File: config.mk
export PLATFORM = sky130hd
export DESIGN_NAME = irq_src_ctrl
export DESIGN_NICKNAME = d
export VERILOG_FILES = /design/src/rtl/irqsrc_pkg.sv /design/src/rtl/irqsrc_slot.sv /design/src/rtl/irqsrc_arb.sv /design/src/rtl/irqsrc_scan.sv /design/src/rtl/irq_src_ctrl.sv
export SDC_FILE = /design/constraint.sdc
export NUM_CORES = 1
export LEC_CHECK = 0
export ABC_AREA = 1
export BUFFER_PORTS_ARGS = -buffer_cell sky130_fd_sc_hd__clkbuf_2
export CAP_MARGIN = 25
export CORE_UTILIZATION = 58
export CTS_CLUSTER_DIAMETER = 150
export DETAILED_ROUTE_END_ITERATION = 10
export HOLD_SLACK_MARGIN = 0.06
export PLACE_DENSITY = 0.8
export SYNTH_ARGS = -nofsm -noshare
export SYNTH_HDL_FRONTEND = slang
export SYNTH_SLANG_ARGS = --single-unit
File: constraint.sdc
create_clock -name clk -period 2 [get_ports clk]
set_input_delay 0.5 -clock clk [delete_from_list [all_inputs] [get_ports clk]]
set_output_delay 0.5 -clock clk [all_outputs]
set_load 0.05 [all_outputs]
File: src/rtl/irqsrc_pkg.sv
`timescale 1ns/1ps
package irqsrc_pkg;
    localparam logic [7:0] PRIO_MASKED = 8'hFF;

    typedef struct packed {
        logic asserted;
        logic sent;
        logic rejected;
        logic mpend;
    } src_stat_t;

    typedef enum logic {P_IDLE, P_GAP}  pres_state_e;
    typedef enum logic {S_IDLE, S_WALK} scan_state_e;
endpackage

File: src/rtl/irqsrc_slot.sv
`timescale 1ns/1ps
module irqsrc_slot
    import irqsrc_pkg::*;
#(
    parameter bit IS_LEVEL = 1'b0,
    parameter int SRV_W    = 4
) (
    input  logic             clk,
    input  logic             rst_n,
    input  logic             evt_in,
    input  logic             cfg_hit,
    input  logic [SRV_W-1:0] cfg_srv,
    input  logic [7:0]       cfg_prio,
    input  logic [7:0]       cfg_saved,
    input  logic             rej_hit,
    input  logic             eoi_hit,
    input  logic             scan_hit,
    input  logic             grant,
    output logic             req,
    output logic [SRV_W-1:0] srv,
    output logic [7:0]       prio,
    output logic [7:0]       saved
);
    src_stat_t        st_q, st_n;
    logic [SRV_W-1:0] srv_n;
    logic [7:0]       prio_n, saved_n;
    logic             req_n, chk;

    always_comb begin
        st_n    = st_q;
        srv_n   = srv;
        prio_n  = prio;
        saved_n = saved;
        req_n   = req & ~grant;
        chk     = 1'b0;
        // presenter refused the source
        if (rej_hit) begin
            if (IS_LEVEL) st_n.sent = 1'b0;
            else          st_n.rejected = 1'b1;
        end
        if (eoi_hit && IS_LEVEL) st_n.sent = 1'b0;
        // configuration update
        if (cfg_hit) begin
            srv_n   = cfg_srv;
            prio_n  = cfg_prio;
            saved_n = cfg_saved;
            if (IS_LEVEL) begin
                chk = 1'b1;
            end else if (st_n.mpend && cfg_prio != PRIO_MASKED) begin
                st_n.mpend = 1'b0;
                req_n      = 1'b1;
            end
        end
        // input side
        if (IS_LEVEL) begin
            if (evt_in != st_n.asserted) begin
                st_n.asserted = evt_in;
                chk           = 1'b1;
            end
        end else if (evt_in) begin
            if (prio_n == PRIO_MASKED) st_n.mpend = 1'b1;
            else                       req_n = 1'b1;
        end
        // resend walk visiting this source
        if (scan_hit) begin
            if (IS_LEVEL) begin
                chk = 1'b1;
            end else if (st_n.rejected) begin
                st_n.rejected = 1'b0;
                if (prio_n != PRIO_MASKED) req_n = 1'b1;
            end
        end
        // level rule
        if (IS_LEVEL && chk && prio_n != PRIO_MASKED && st_n.asserted && !st_n.sent) begin
            st_n.sent = 1'b1;
            req_n     = 1'b1;
        end
        // a masked source never keeps a queued request
        if (req_n && prio_n == PRIO_MASKED) begin
            req_n = 1'b0;
            if (IS_LEVEL) st_n.sent  = 1'b0;
            else          st_n.mpend = 1'b1;
        end
    end

    always_ff @(posedge clk) begin
        if (!rst_n) begin
            st_q  <= '0;
            srv   <= '0;
            prio  <= PRIO_MASKED;
            saved <= PRIO_MASKED;
            req   <= 1'b0;
        end else begin
            st_q  <= st_n;
            srv   <= srv_n;
            prio  <= prio_n;
            saved <= saved_n;
            req   <= req_n;
        end
    end
endmodule

File: src/rtl/irqsrc_arb.sv
`timescale 1ns/1ps
module irqsrc_arb
    import irqsrc_pkg::*;
#(
    parameter int          N     = 8,
    parameter int          SRV_W = 4,
    parameter int          NUM_W = 16,
    parameter int unsigned BASE  = 32'h1000,
    localparam int         IDX_W = (N > 1) ? $clog2(N) : 1
) (
    input  logic                      clk,
    input  logic                      rst_n,
    input  logic [N-1:0]              req,
    input  logic [N-1:0][SRV_W-1:0]   srv_all,
    input  logic [N-1:0][7:0]         prio_all,
    output logic [N-1:0]              grant,
    output logic                      busy,
    output logic                      pres_valid,
    output logic [NUM_W-1:0]          pres_num,
    output logic [SRV_W-1:0]          pres_srv,
    output logic [7:0]                pres_prio
);
    pres_state_e      state_q, state_n;
    logic             any;
    logic [IDX_W-1:0] sel;

    always_comb begin
        any = 1'b0;
        sel = '0;
        for (int k = N - 1; k >= 0; k--) begin
            if (req[k]) begin
                any = 1'b1;
                sel = IDX_W'(k);
            end
        end
    end

    always_comb begin
        grant   = '0;
        state_n = state_q;
        unique case (state_q)
            P_IDLE: if (any) begin
                grant[sel] = 1'b1;
                state_n    = P_GAP;
            end
            P_GAP: state_n = P_IDLE;
        endcase
    end

    assign busy = any || (state_q != P_IDLE);

    always_ff @(posedge clk) begin
        if (!rst_n) state_q <= P_IDLE;
        else        state_q <= state_n;
    end

    always_ff @(posedge clk) begin
        if (!rst_n) begin
            pres_valid <= 1'b0;
            pres_num   <= '0;
            pres_srv   <= '0;
            pres_prio  <= '0;
        end else begin
            pres_valid <= |grant;
            if (|grant) begin
                pres_num  <= NUM_W'(BASE) + NUM_W'(sel);
                pres_srv  <= srv_all[sel];
                pres_prio <= prio_all[sel];
            end
        end
    end
endmodule

File: src/rtl/irqsrc_scan.sv
`timescale 1ns/1ps
module irqsrc_scan
    import irqsrc_pkg::*;
#(
    parameter int  N     = 8,
    localparam int IDX_W = (N > 1) ? $clog2(N) : 1
) (
    input  logic             clk,
    input  logic             rst_n,
    input  logic             start,
    input  logic             hold,
    output logic             scan_valid,
    output logic [IDX_W-1:0] scan_idx
);
    scan_state_e state_q, state_n;
    logic        last;

    assign last       = (scan_idx == IDX_W'(N - 1));
    assign scan_valid = (state_q == S_WALK) && !hold;

    always_comb begin
        state_n = state_q;
        unique case (state_q)
            S_IDLE: if (start) state_n = S_WALK;
            S_WALK: if (scan_valid && last) state_n = S_IDLE;
        endcase
    end

    always_ff @(posedge clk) begin
        if (!rst_n) state_q <= S_IDLE;
        else        state_q <= state_n;
    end

    always_ff @(posedge clk) begin
        if (!rst_n)                          scan_idx <= '0;
        else if (state_q == S_IDLE)          scan_idx <= '0;
        else if (scan_valid && !last)        scan_idx <= scan_idx + 1'b1;
    end
endmodule

File: src/rtl/irq_src_ctrl.sv
`timescale 1ns/1ps
module irq_src_ctrl
    import irqsrc_pkg::*;
#(
    parameter int          N          = 8,
    parameter int          SRV_W      = 4,
    parameter int          NUM_W      = 16,
    parameter int unsigned BASE       = 32'h1000,
    parameter int unsigned LEVEL_MASK = 32'h0000_00F0,
    localparam int         IDX_W      = (N > 1) ? $clog2(N) : 1
) (
    input  logic             clk,
    input  logic             rst_n,
    input  logic [N-1:0]     src_in,
    input  logic             cfg_we,
    input  logic [IDX_W-1:0] cfg_idx,
    input  logic [SRV_W-1:0] cfg_srv,
    input  logic [7:0]       cfg_prio,
    input  logic [7:0]       cfg_saved,
    input  logic             rej_valid,
    input  logic [NUM_W-1:0] rej_num,
    input  logic             eoi_valid,
    input  logic [NUM_W-1:0] eoi_num,
    input  logic             resend,
    output logic             pres_valid,
    output logic [NUM_W-1:0] pres_num,
    output logic [SRV_W-1:0] pres_srv,
    output logic [7:0]       pres_prio
);
    logic [N-1:0]            req;
    logic [N-1:0]            grant;
    logic [N-1:0][SRV_W-1:0] srv_all;
    logic [N-1:0][7:0]       prio_all;
    logic [N-1:0][7:0]       saved_all;
    logic                    scan_valid;
    logic [IDX_W-1:0]        scan_idx;
    logic                    arb_busy;

    for (genvar i = 0; i < N; i++) begin : g_src
        localparam logic [NUM_W-1:0] MY_NUM = NUM_W'(BASE + i);
        irqsrc_slot #(
            .IS_LEVEL (LEVEL_MASK[i]),
            .SRV_W    (SRV_W)
        ) u_slot (
            .clk       (clk),
            .rst_n     (rst_n),
            .evt_in    (src_in[i]),
            .cfg_hit   (cfg_we && cfg_idx == IDX_W'(i)),
            .cfg_srv   (cfg_srv),
            .cfg_prio  (cfg_prio),
            .cfg_saved (cfg_saved),
            .rej_hit   (rej_valid && rej_num == MY_NUM),
            .eoi_hit   (eoi_valid && eoi_num == MY_NUM),
            .scan_hit  (scan_valid && scan_idx == IDX_W'(i)),
            .grant     (grant[i]),
            .req       (req[i]),
            .srv       (srv_all[i]),
            .prio      (prio_all[i]),
            .saved     (saved_all[i])
        );
    end

    irqsrc_arb #(
        .N     (N),
        .SRV_W (SRV_W),
        .NUM_W (NUM_W),
        .BASE  (BASE)
    ) u_arb (
        .clk        (clk),
        .rst_n      (rst_n),
        .req        (req),
        .srv_all    (srv_all),
        .prio_all   (prio_all),
        .grant      (grant),
        .busy       (arb_busy),
        .pres_valid (pres_valid),
        .pres_num   (pres_num),
        .pres_srv   (pres_srv),
        .pres_prio  (pres_prio)
    );

    irqsrc_scan #(.N(N)) u_scan (
        .clk        (clk),
        .rst_n      (rst_n),
        .start      (resend),
        .hold       (arb_busy),
        .scan_valid (scan_valid),
        .scan_idx   (scan_idx)
    );
endmodule

==> results.sh <==
export IMPL_power_leakage_uw=0.00421
export IMPL_finalWirelength_um=19100
export IMPL_clk_pin_slew_ns=0.06
export IMPL_grt_ovfl_total=0
export IMPL_grt_pass1_wl_um=30200
export IMPL_met2_length_um=9100
export IMPL_first_global_vias=6282
export IMPL_rsz0062_at_grt="true"
export IMPL_cts_hold_buf=0
export IMPL_cts_setup_buffers=0
export IMPL_hold_class="in -> reg"
export IMPL_top_layer_used="met4"
export IMPL_synth_edf_count=0
export IMPL_wire_per_inst_um=14.5
export IMPL_worstPathCellList="nor2_1 -> nand2_1 -> inv_1 -> nand2_1 -> nand2_1 -> inv_2 -> nand2_1 -> nand3_1 -> o21ai_0 -> a21oi_1"
export IMPL_hold_viol=0
export IMPL_clock_sinks=142
export IMPL_path_max_fanout=24
export IMPL_ant_nets=0
export IMPL_fmax_ghz=0.535
export IMPL_crit_path_top_delay_cell="dfxtp_1"
export IMPL_grt_max_degree=71
export IMPL_dr_pass1_iters=5
export IMPL_syn2layout_area_growth_pct=17.7
export IMPL_setup_viol=0
export IMPL_yosys_area_top_type="dfxtp_1"
export IMPL_drt_iter0_drc=632
export IMPL_fillers=1048
export IMPL_start_util_pct=59.3
export IMPL_syn_inst=1063
export IMPL_path_buf_inv=2
export IMPL_fin_util_pct=69.8
export IMPL_die_area_mm2=0.0127
export IMPL_die_h_um=113
export IMPL_routed_via_density=5.33
export IMPL_slowest_delay_ns=0.33
export IMPL_ys_warn_count=0
export IMPL_place_congestion=0.980
export IMPL_required_ns=2.30
export IMPL_r2r_start="g_src[1].u_slot.req$_SDFF_PP0_"
export IMPL_crit_type="reg -> reg"
export IMPL_period_needed_ns=1.87
export IMPL_synth_flop_cell="dfxtp_1"
export IMPL_yosys_cell_count_top_type="nand2_1"
export IMPL_antennaDiodeCount=0
export IMPL_yosysSeqAreaShare_pct=39.9
export IMPL_fin_skew_ns=0.00763
export IMPL_drv_slew=0
export IMPL_dr_total_vias=7005
export IMPL_synth_common_cells="nand2_1 (271), nor2_1 (143), dfxtp_1 (142)"
export IMPL_avgSynthCellArea_um2=6.70
export IMPL_synth_seq_cells=142
export IMPL_hp_start="resend"
export IMPL_cp_top_family="simple AND/OR/NAND/NOR gates"
export IMPL_place_inst=1283
export IMPL_finalWorstSetupSlack_ns=0.132
export IMPL_crit_path_start_kind="flop"
export IMPL_hpwl_um=13700
export IMPL_syn_area_mm2=0.00712
export IMPL_cellPowerDensity_mw_per_mm2=1030
export IMPL_wl_met3_um=1300
export IMPL_dp_slack_ns=-0.0301
export IMPL_peakVddDrop_mv=0.711
export IMPL_antenna_found_initial=0
export IMPL_crit_path_end_kind="flop"
export IMPL_power_uw=8600
export IMPL_ios=98
export IMPL_min_period_over_period_pct=93.4
export IMPL_cts_resized=0
export IMPL_whs_ns=0.305
export IMPL_rows=40
export IMPL_met1_length_um=8110
export IMPL_synth_top_cells_by_area="dfxtp_1 (40%), nand2_1 (14%), nor2_1 (7.5%), o21ai_0 (5.6%), inv_1 (5.2%)"
export IMPL_status="finished clean"
export IMPL_cts_max_level=4
export IMPL_cts_root_buf="clkbuf_16"
export IMPL_drive_above_1_share_pct=18.9
export IMPL_cts_tree="built"
export IMPL_critPathMostFrequentCell="nand2_1"
export IMPL_clock_latency_ns=0.43
export IMPL_coreArea_mm2=0.0120
export IMPL_grtUsageTotal_pct=31.0
export IMPL_final_cells=1314
export IMPL_port_buffers=77
export IMPL_synth_top_area_share_pct=39.9
export IMPL_fin_nets=1238
export IMPL_cts_inserted_buffers=17
export IMPL_cts_max_path_buffers=2
export IMPL_drcViolationCount=0
export IMPL_arrival_ns=2.17
export IMPL_synth_cell_types=35
export IMPL_cp_startpoint="g_src[1].u_slot.req$_SDFF_PP0_"
export IMPL_async_reset_ff_share_pct=0
export IMPL_dieWidth_um=113
export IMPL_cap_viol_max_count=0
-- worst paths after layout --
path | end | cells past startpoint | slack (ns)
worst max-delay path | u_arb.pres_prio[7]$_SDFFE_PN0P_ | 10 | 0.13
worst min-delay path | u_scan.state_q$_SDFF_PN0_ | 3 | 0.30
worst max register to register | u_arb.pres_prio[7]$_SDFFE_PN0P_ | 10 | 0.13
worst min register to register | g_src[7].u_slot.srv[2]$_SDFFE_PN0P_ | 2 | 0.46
-- flip-flops by register name, indices dropped and copies added (netlist names) --
name,cells
g_src.u_slot.prio,64
g_src.u_slot.srv,32
g_src.u_slot.st_q,16
g_src.u_slot.req,8
u_arb.pres_prio,8
u_arb.pres_num,4
u_arb.pres_srv,4
u_scan.scan_idx,3
u_arb.pres_valid,1
u_arb.state_q,1
u_scan.state_q,1
-- kinds of logic (layout without fill, tap and decap cells) --
| logic type | Yosys count | count (layout) | share of synthesized area (%) |
|---|---|---|---|
| and+or+nand+nor | 568 | 568 | 34.9 |
| AOI/OAI and AO/OA | 174 | 174 | 12.8 |
| DFF | 142 | 142 | 39.9 |
| other | 1 | 12 | 0.0527 |
| buffers and inverters | 164 | 257 | 9.89 |
| adders and majority gates | 14 | 14 | 2.46 |
-- area by class of cell --
| class | count | area (um^2) | area share, % |
|---|---|---|---|
| inverters | 109 | 409 | 4.88 |
| flip-flops and latches | 142 | 2840 | 33.9 |
| clock buffers | 24 | 482 | 5.75 |
| multi-input cells | 768 | 3620 | 43.1 |
| well taps | 147 | 184 | 2.19 |
| repair buffers | 117 | 786 | 9.37 |
| clock inverters | 7 | 62.6 | 0.746 |
-- report_power, final --
group | internal, uW | total, uW | switching (uW)
clock network | 1790 | 2960 | 1170
registers | 3060 | 3190 | 129
logic | 723 | 2450 | 1730
total | 5570 | 8600 | 3020
-- placed cells by master (no fill, tap or decap), types with 3 or more instances in the layout --
cell type and count:
a21oi_1 32, buf_12 8, buf_4 32, clkbuf_1 4
clkbuf_16 17, clkbuf_2 77, clkbuf_8 3, clkinv_2 5
conb_1 12, dfxtp_1 142, ha_1 14, inv_1 98
inv_2 11, nand2_1 271, nand2_2 5, nand3_1 53
nand3b_1 8, nand4_1 24, nor2_1 142, nor2_2 8
o2111ai_1 4, o211ai_1 3, o21ai_0 80, o21ai_1 47
or2_2 49
-- worst reg2reg max path, stage by stage, from the launching register on --
cell and delay [ns]:
dfxtp_1 0.33, nor2_1 0.18, nand2_1 0.14, inv_1 0.10, nand2_1 0.07, nand2_1 0.10
inv_2 0.20, nand2_1 0.13, nand3_1 0.08, o21ai_0 0.30, a21oi_1 0.11
-- routing by layer --
| metal | up-vias | track usage, % |
|---|---|---|
| met2 | 236 | 53.1 |
| met3 | 44 | 7.71 |
| met1 | 3159 | 37.5 |
| met4 | 0 | 12.2 |
| met5 | - | 0 |
| li1 | 3566 | - |
-- stage by stage --
step                      area, um^2  setup TNS, ns
after floorplan                 7160              0
after global placement          7840              0
after detailed placement        7840        -0.0301
after CTS                       8380              0
after global routing            8380        -0.0249
final                           8380              0
Note: power is estimated with default switching activity, not from simulation.
